==> src/rtl/mbd_pkg.sv <==
package mbd_pkg;
    localparam int          WORD_W    = 32;
    localparam logic [31:0] KEEP_MASK = 32'hFFDE_E001;
    localparam logic [31:0] BASE_MASK = 32'hFF80_0000;
    localparam int          CODE_LSB  = 17;
    localparam int          CODE_W    = 3;
    localparam int          UNIT_LOG2 = 22;             // 4 MiB unit
    localparam logic [2:0]  CODE_BAD  = 3'd7;
    localparam int          CODE_MAX  = 6;

    typedef struct packed {
        logic              on;
        logic [CODE_W-1:0] code;
        logic [WORD_W-1:0] base;
    } bank_fields_t;

    function automatic bank_fields_t split_word(input logic [WORD_W-1:0] raw);
        bank_fields_t f;
        logic [WORD_W-1:0] kept;
        kept   = raw & KEEP_MASK;
        f.on   = kept[0];
        f.code = kept[CODE_LSB +: CODE_W];
        f.base = kept & BASE_MASK;
        return f;
    endfunction
endpackage

==> src/rtl/mbd_bank_match.sv <==
module mbd_bank_match
    import mbd_pkg::*;
(
    input  logic [WORD_W-1:0] cfg_word,
    input  logic              glob_en,
    input  logic [WORD_W-1:0] addr,
    output logic              match,
    output logic [WORD_W-1:0] delta
);
    bank_fields_t      f;
    logic [WORD_W:0]   span;      // one extra bit so 256 MiB never overflows
    logic              usable;
    logic              above;

    always_comb begin
        f      = split_word(cfg_word);
        span   = (WORD_W+1)'(1) << (UNIT_LOG2 + int'(f.code));
        usable = f.on && glob_en && (f.code != CODE_BAD);
        above  = (addr >= f.base);
        delta  = addr - f.base;
        match  = usable && above && ({1'b0, delta} < span);
    end
endmodule

==> src/rtl/mbd_first_hit.sv <==
module mbd_first_hit #(
    parameter int NUM_BANKS = 4,
    parameter int IDX_W     = 2,
    parameter int WORD_W    = 32
) (
    input  logic [NUM_BANKS-1:0]        match_vec,
    input  logic [NUM_BANKS*WORD_W-1:0] delta_vec,
    output logic                        any_hit,
    output logic [IDX_W-1:0]            first_idx,
    output logic [WORD_W-1:0]           first_delta
);
    always_comb begin
        any_hit     = 1'b0;
        first_idx   = '0;
        first_delta = '0;
        for (int i = NUM_BANKS - 1; i >= 0; i--) begin
            if (match_vec[i]) begin
                any_hit     = 1'b1;
                first_idx   = IDX_W'(i);
                first_delta = delta_vec[i*WORD_W +: WORD_W];
            end
        end
    end
endmodule

==> src/rtl/mbd_word_build.sv <==
module mbd_word_build
    import mbd_pkg::*;
(
    input  logic [WORD_W-1:0] base_in,
    input  logic [WORD_W-1:0] size_in,
    output logic [WORD_W-1:0] word_out
);
    logic              found;
    logic [CODE_W-1:0] code;

    always_comb begin
        found = 1'b0;
        code  = '0;
        for (int c = 0; c <= CODE_MAX; c++) begin
            if (size_in == (WORD_W'(1) << (UNIT_LOG2 + c))) begin
                found = 1'b1;
                code  = CODE_W'(c);
            end
        end
        word_out = '0;
        if (found) begin
            word_out                       = base_in & BASE_MASK;
            word_out[CODE_LSB +: CODE_W]   = code;
            word_out[0]                    = 1'b1;
        end
    end
endmodule

==> src/rtl/mem_bank_decoder.sv <==
module mem_bank_decoder
    import mbd_pkg::*;
#(
    parameter int NUM_BANKS    = 4,
    parameter bit REGISTER_OUT = 1'b1,
    localparam int IDX_W       = (NUM_BANKS > 1) ? $clog2(NUM_BANKS) : 1
) (
    input  logic                        clk,
    input  logic                        rst_n,
    input  logic                        glob_en,
    input  logic [NUM_BANKS*WORD_W-1:0] bank_cfg,
    input  logic [WORD_W-1:0]           addr,
    output logic                        hit,
    output logic [IDX_W-1:0]            bank_idx,
    output logic [WORD_W-1:0]           offset,
    input  logic [WORD_W-1:0]           enc_base,
    input  logic [WORD_W-1:0]           enc_size,
    output logic [WORD_W-1:0]           enc_word
);
    typedef struct packed {
        logic              hit;
        logic [IDX_W-1:0]  idx;
        logic [WORD_W-1:0] off;
    } dec_out_t;

    logic [NUM_BANKS-1:0]        match_vec;
    logic [NUM_BANKS*WORD_W-1:0] delta_vec;
    logic                        any_hit;
    logic [IDX_W-1:0]            first_idx;
    logic [WORD_W-1:0]           first_delta;
    dec_out_t                    out_d, out_q;

    for (genvar b = 0; b < NUM_BANKS; b++) begin : g_bank
        mbd_bank_match u_match (
            .cfg_word (bank_cfg[b*WORD_W +: WORD_W]),
            .glob_en  (glob_en),
            .addr     (addr),
            .match    (match_vec[b]),
            .delta    (delta_vec[b*WORD_W +: WORD_W])
        );
    end

    mbd_first_hit #(
        .NUM_BANKS (NUM_BANKS),
        .IDX_W     (IDX_W),
        .WORD_W    (WORD_W)
    ) u_first (
        .match_vec   (match_vec),
        .delta_vec   (delta_vec),
        .any_hit     (any_hit),
        .first_idx   (first_idx),
        .first_delta (first_delta)
    );

    mbd_word_build u_build (
        .base_in  (enc_base),
        .size_in  (enc_size),
        .word_out (enc_word)
    );

    always_comb begin
        out_d     = '0;
        out_d.hit = any_hit;
        if (any_hit) begin
            out_d.idx = first_idx;
            out_d.off = first_delta;
        end
    end

    if (REGISTER_OUT) begin : g_reg
        always_ff @(posedge clk or negedge rst_n) begin
            if (!rst_n) out_q <= '0;
            else        out_q <= out_d;
        end
    end else begin : g_comb
        assign out_q = out_d;
    end

    assign hit      = out_q.hit;
    assign bank_idx = out_q.idx;
    assign offset   = out_q.off;

    // ---------------- assertions ----------------
    logic [WORD_W-1:0] sel_word;
    assign sel_word = bank_cfg[first_idx*WORD_W +: WORD_W];

    assert_bank_enabled_R1: assert property (@(posedge clk) disable iff (!rst_n)
        any_hit |-> sel_word[0]);

    assert_global_gate_R2: assert property (@(posedge clk) disable iff (!rst_n)
        !glob_en |-> !any_hit);

    assert_bad_code_R4: assert property (@(posedge clk) disable iff (!rst_n)
        any_hit |-> (sel_word[CODE_LSB +: CODE_W] != CODE_BAD));

    assert_lowest_wins_R7: assert property (@(posedge clk) disable iff (!rst_n)
        any_hit |-> ((match_vec & ((NUM_BANKS'(1) << first_idx) - NUM_BANKS'(1))) == '0));

    assert_miss_zero_R8: assert property (@(posedge clk) disable iff (!rst_n)
        !out_d.hit |-> (out_d.off == '0 && out_d.idx == '0));

    assert_word_enabled_R10: assert property (@(posedge clk) disable iff (!rst_n)
        (enc_word != '0) |-> (enc_word[0] && enc_word[CODE_LSB +: CODE_W] != CODE_BAD));
endmodule

==> config.mk <==
export PLATFORM = sky130hd
export DESIGN_NAME = mem_bank_decoder
export DESIGN_NICKNAME = d
export VERILOG_FILES = /design/src/rtl/mbd_pkg.sv /design/src/rtl/mbd_bank_match.sv /design/src/rtl/mbd_first_hit.sv /design/src/rtl/mbd_word_build.sv /design/src/rtl/mem_bank_decoder.sv
export SDC_FILE = /design/constraint.sdc
export NUM_CORES = 1
export LEC_CHECK = 0
export CORE_MARGIN = 2
export CORE_UTILIZATION = 40
export CTS_BUF_LIST = sky130_fd_sc_hd__clkbuf_4
export CTS_CLUSTER_SIZE = 10
export DETAILED_ROUTE_END_ITERATION = 10
export PLACE_DENSITY = 0.82
export SLEW_MARGIN = 20
export SYNTH_ARGS = -nofsm -noshare
export SYNTH_HDL_FRONTEND = slang
export SYNTH_SLANG_ARGS = --single-unit
==> constraint.sdc <==
create_clock -name clk -period 6.25 [get_ports clk]
set_input_delay 0.9375 -clock clk [delete_from_list [all_inputs] [get_ports clk]]
set_output_delay 0.9375 -clock clk [all_outputs]
set_load 0.02 [all_outputs]
# ---- Word level (Yosys, flattened, before mapping)
# Index checks and enable logic that the tools add are counted.
dict set report totals {
  register_bits 35
  out_inout_bits 67
  elab_cells 77
}
dict set report op_classes {
  add_sub_neg 8
  magnitude_cmp 8
  n_eq_ne 11
  shift 4
  mux 27
  reduce_logical 16
}
# operator n
set ops {}
lappend ops {{32-bit two-way mux} 5}
lappend ops {{32-bit by 33-bit < comparator with 1-bit output} 4}
lappend ops {{1-bit by 32-bit left shift with 33-bit output (first input constant)} 4}
lappend ops {{32-bit >= comparator} 4}
lappend ops {{32-bit subtractor} 4}
lappend ops {{34-bit two-way mux} 1}
lappend ops {{32-bit by 23-bit == test with 1-bit output (second input constant)} 1}
lappend ops {{32-bit by 24-bit == test with 1-bit output (second input constant)} 1}
lappend ops {{32-bit by 25-bit == test with 1-bit output (second input constant)} 1}
lappend ops {{32-bit by 26-bit == test with 1-bit output (second input constant)} 1}
lappend ops {{32-bit by 27-bit == test with 1-bit output (second input constant)} 1}
lappend ops {{32-bit by 28-bit == test with 1-bit output (second input constant)} 1}
lappend ops {{32-bit by 29-bit == test with 1-bit output (second input constant)} 1}
lappend ops {{5-bit by 3-bit adder with 6-bit output (first input constant)} 4}
lappend ops {{1-bit logical AND} 16}
lappend ops {{1-bit two-way mux} 12}
lappend ops {{2-bit two-way mux} 6}
lappend ops {{3-bit != test (second input constant)} 4}
lappend ops {{3-bit two-way mux} 3}

# ---- Depth between registers and ports, before layout
dict set report depth {
  ltp_word 9
  mapped_depth 17
  depth_no_buf 16
}

# ---- Hierarchy
# Synthesis repeated with hierarchy kept, for this count alone.
dict set report hier_totals {
  hier_cells 892
  hier_area_um2 7190.6
}
# mod n_inst cells_per_inst area_each_um2 seq_area_each_um2
set by_module_without_submodules {}
lappend by_module_without_submodules {{mbd_bank_match at g_bank[0].u_match ...} 2 155 1099.8 0.0}
lappend by_module_without_submodules {mem_bank_decoder 1 72 1146.1 875.8}
lappend by_module_without_submodules {{mbd_bank_match at g_bank[2].u_match} 1 158 1142.3 0.0}
lappend by_module_without_submodules {{mbd_bank_match at g_bank[3].u_match} 1 155 1131.1 0.0}
lappend by_module_without_submodules {mbd_first_hit 1 123 1064.8 0.0}
lappend by_module_without_submodules {mbd_word_build 1 74 506.7 0.0}

# ---- Least setup slack after synthesis
# Ideal clock, no wire load.
dict set report synth_path {
  path_kind {input to register}
  from {input addr[23]}
  to {register out_q (netlist bit offset[23])}
  setup_ps 111
  arrival_ps 3996
  required_time_ps 6139
  slack_ps 2143
  path_stages 17
  path_buffers 1
  path_cell_list {inv_1 ha_1 inv_1 fa_1 a21o_1 a31oi_1 nor2b_1 o41ai_1 xnor2_1 ha_1 and3_1 a221oi_1 o311ai_1 o21ba_1 buf_6 a22oi_2 a222oi_1}
}
# element line
set synth_rtl {}
lappend synth_rtl {{from (decl)} mem_bank_decoder.sv:12} ;# input logic [WORD_W-1:0] addr,
lappend synth_rtl {{to (signal assigned)} mem_bank_decoder.sv:73} ;# else out_q <= out_d;
lappend synth_rtl {{to (decl)} mem_bank_decoder.sv:31} ;# dec_out_t out_d, out_q;

==> flow_metrics.py <==
metrics = {
    "drt": {
        "drt_pre_antenna_iters": 5,
        "route.vias.total": 5055,
        "antenna_left": 0,
        "drt_wl_total_mm": 14.1,
        "wl_per_cell_microns": 14.6,
        "drtIter0Drc": 301,
        "viasPerCell": 5.22,
        "drc_errors": 0,
    },
    "final_layout": {
        "area_delta_synth_final_pct": 38.3,
        "multi_input_area_sq_mm": 0.00377,
        "final_common_cell": "clkdlybuf4s50_1",
        "layout.nets": 1120,
        "seqCellArea_sq_um": 876,
        "layoutNonFillerInstCount": 968,
        "drive_gt1_share_pct": 2.88,
        "fill_cells": 1121,
        "final_cell_mix": "clkdlybuf4s50_1 (174), ha_1 (90), inv_1 (58), nand2_1 (51), nor2b_1 (47)",
        "antennaDiodeCount": 0,
    },
    "floorplanning": {
        "dieArea_sq_mm": 0.0134,
        "die_x_microns": 116,
        "core_sq_mm": 0.0121,
        "io_pins": 294,
        "initial_core_util_pct": 41.2,
        "die_h_microns": 116,
        "fp-row-count": 40,
    },
    "global_routing": {
        "grt_pass1_vias": 4599,
        "grt_max_degree": 36,
        "grtUsageTotal_pct": 20.6,
        "grt_first_pass_wirelength_mm": 22.2,
        "grt-ovfl-total": 0,
        "grt_antenna_before_repair": 0,
    },
    "timing": {
        "slew_headroom_pct": 47.2,
        "setup_tns_ns": 0,
        "setup_viol": 0,
        "fmax_mhz": 189,
        "maxSlewViolCount": 0,
        "fin_crit_sh_pct": 84.8,
        "rsz0062_at_grt": "false",
        "hold_viol": 0,
        "fin_crit_ns": 5.30,
        "tightest_slew_ns": 0.792,
    },
    "worst_setup_path": {
        "critPathBufInv": 1,
        "crit_chain": "clkdlybuf4s50_1 -> ha_1 -> nor2b_1 -> o21ai_0 -> a21boi_0 -> or2_2 -> o311ai_1 -> ha_1 -> a21o_1 -> a221oi_1 -> o311ai_1 -> o21ba_1 -> a22oi_1 -> a211oi_1",
        "cp-start-kind": "input pin",
        "cp.arrival_ns": 5.50,
        "worstSetupPathType": "input pin to flip-flop",
        "critPathTopFamily": "compound AO/OA/AOI/OAI gates",
        "cp_max_fo": 10,
        "crit_required_ns": 6.45,
        "slowest_stage": "clkdlybuf4s50_1",
        "max_stage_delay_ns": 0.79,
        "cp-end-kind": "flip-flop",
    },
    "power_and_ir_drop": {
        "power_frac_comb_pct": 58.5,
        "p_sw_share_pct": 39.9,
        "cell_internal_pwr_mw": 0.608,
        "switchingPower_mw": 0.404,
        "clockPowerShare_pct": 16.1,
        "power.density_mw_per_mm2": 147,
        "ir_worst_vdd_mv": 0.0929,
        "p_seq_share_pct": 25.5,
        "total_leakage_power_nw": 3.00,
    },
    "clock_network": {
        "htreeDepth": 2,
        "hold_buffers": 0,
        "clk_path_buf_depth": 2,
        "cts_resized": 0,
        "cts.sinks": 35,
        "post-cts-setup-buffers": 0,
        "cts-root-buf": "clkbuf_4",
        "cts_tree": "yes",
        "cts_buffers": 5,
        "clk_pin_slew_ns": 0.12,
    },
    "place": {
        "portBuffers": 175,
        "dp_hpwl_mm": 12.2,
        "place_inst": 960,
        "gp_congestion": 0.916,
    },
    "hold_path": {
        "hp-class": "input pin to asynchronous set/reset pin",
    },
    "status": {
        "status": "finished, final reports clean",
    },
    "logic_synthesis": {
        "syn-mean-instance-area_sq_um": 7.97,
        "synth_cells": 626,
        "synth_edf_count": 0,
        "synthFlopType": "dfrtp_1",
        "ys_ff_latch": 35,
        "async_reset_ff_share_pct": 100,
        "ys_types": 62,
        "synth_area_sq_mm": 0.00499,
        "ys_seq_area_share_pct": 17.5,
        "ys_warn_count": 0,
    },
    "job": {
        "cap_violations": 0,
    },
}
-- worst paths after layout --
check                      slack, ns      from  depth (start not counted)              endpoint
hold / removal                  0.67     rst_n                          1  offset[31]$_DFF_PN0_
max in group asynchronous       5.08     rst_n                          1         hit$_DFF_PN0_
min in group clk                1.17   addr[5]                          2   offset[5]$_DFF_PN0_
setup / recovery                0.95  addr[24]                         14  offset[27]$_DFF_PN0_
-- metal layers --
layer,wire [microns],track usage (%),part of all wire [%]
met1,6630,29.9,47
met3,1020,2.77,7.2
met4,189,4.05,1.3
met5,0,0,0
met2,6290,32.9,44
-- synthesized netlist by cell type (3+ instances only) --
| master | count | share of area (%) |
|---|---|---|
| nand3_1 | 26 | 2.6 |
| o211ai_1 | 7 | 1.1 |
| a211oi_1 | 9 | 1.4 |
| ha_1 | 90 | 23 |
| nor2_1 | 43 | 3.2 |
| or3_1 | 4 | 0.50 |
| nor2b_1 | 47 | 5.9 |
| o2111ai_1 | 3 | 0.53 |
| and3_1 | 6 | 0.75 |
| nor3_1 | 14 | 1.4 |
| a21oi_1 | 28 | 2.8 |
| clkbuf_1 | 3 | 0.23 |
| dfrtp_1 | 35 | 18 |
| a211o_1 | 3 | 0.53 |
| fa_1 | 4 | 1.6 |
| inv_1 | 58 | 4.4 |
| nor4_1 | 15 | 1.9 |
| o21ai_0 | 20 | 2.0 |
| a21o_1 | 17 | 2.6 |
| xor2_1 | 10 | 1.8 |
| nand3b_1 | 3 | 0.45 |
| a221oi_1 | 4 | 0.70 |
| a22oi_1 | 8 | 1.2 |
| o21bai_1 | 5 | 0.75 |
| nand4_1 | 9 | 1.1 |
| buf_2 | 3 | 0.30 |
| nand2_1 | 51 | 3.8 |
| xnor2_1 | 18 | 3.2 |
| or2_2 | 4 | 0.50 |
| a31oi_1 | 6 | 0.75 |
| buf_4 | 21 | 3.2 |
| o21a_1 | 4 | 0.60 |
| and2_1 | 10 | 1.3 |
-- flip-flops by register name, summed over array words and instances, names as in the netlist --
name	flops
offset	32
bank_idx	2
hit	1
-- stage by stage --
step                area (sq um)  setup slack (ns)  hold WS (ns)  util (%)  power [mW]
floorplan                   5060              2.14         0.642         -       0.624
global placement            6830             0.736          1.05      56.4       0.833
detailed placement          6830             0.673          1.06      56.4       0.847
CTS                         6900             0.975         0.686      57.0        1.01
global route                6900             0.718         0.716      57.0        1.09
finish                      6900             0.951         0.665      57.0        1.01
-- final cells by class --
class / count / area share, %
Clock buffer: 5 / 0.544
Clock inverter: 3 / 0.562
Inverter: 58 / 3.15
Multi-Input combinational cell: 523 / 54.6
Sequential cell: 35 / 12.7
Tap cell: 168 / 3.04
Timing Repair Buffer: 176 / 25.4
-- power groups by stage --
stage	logic [mW]	registers, mW	clock network [mW]
finish	0.592	0.258	0.163
detailed placement	0.585	0.262	0
CTS	0.588	0.258	0.165
floorplan	0.332	0.292	0
global placement	0.572	0.261	0
global route	0.657	0.260	0.173
-- logic make-up after synthesis --
family,Yosys count,synth area share [%]
compound gates,136,19.0
simple gates,246,26.0
buf+inv,86,8.27
xor+xnor,28,4.91
fa+ha+maj,94,24.2
other cells,1,0.0751
flops,35,17.5
No activity file was read; power rests on OpenSTA's default activity.
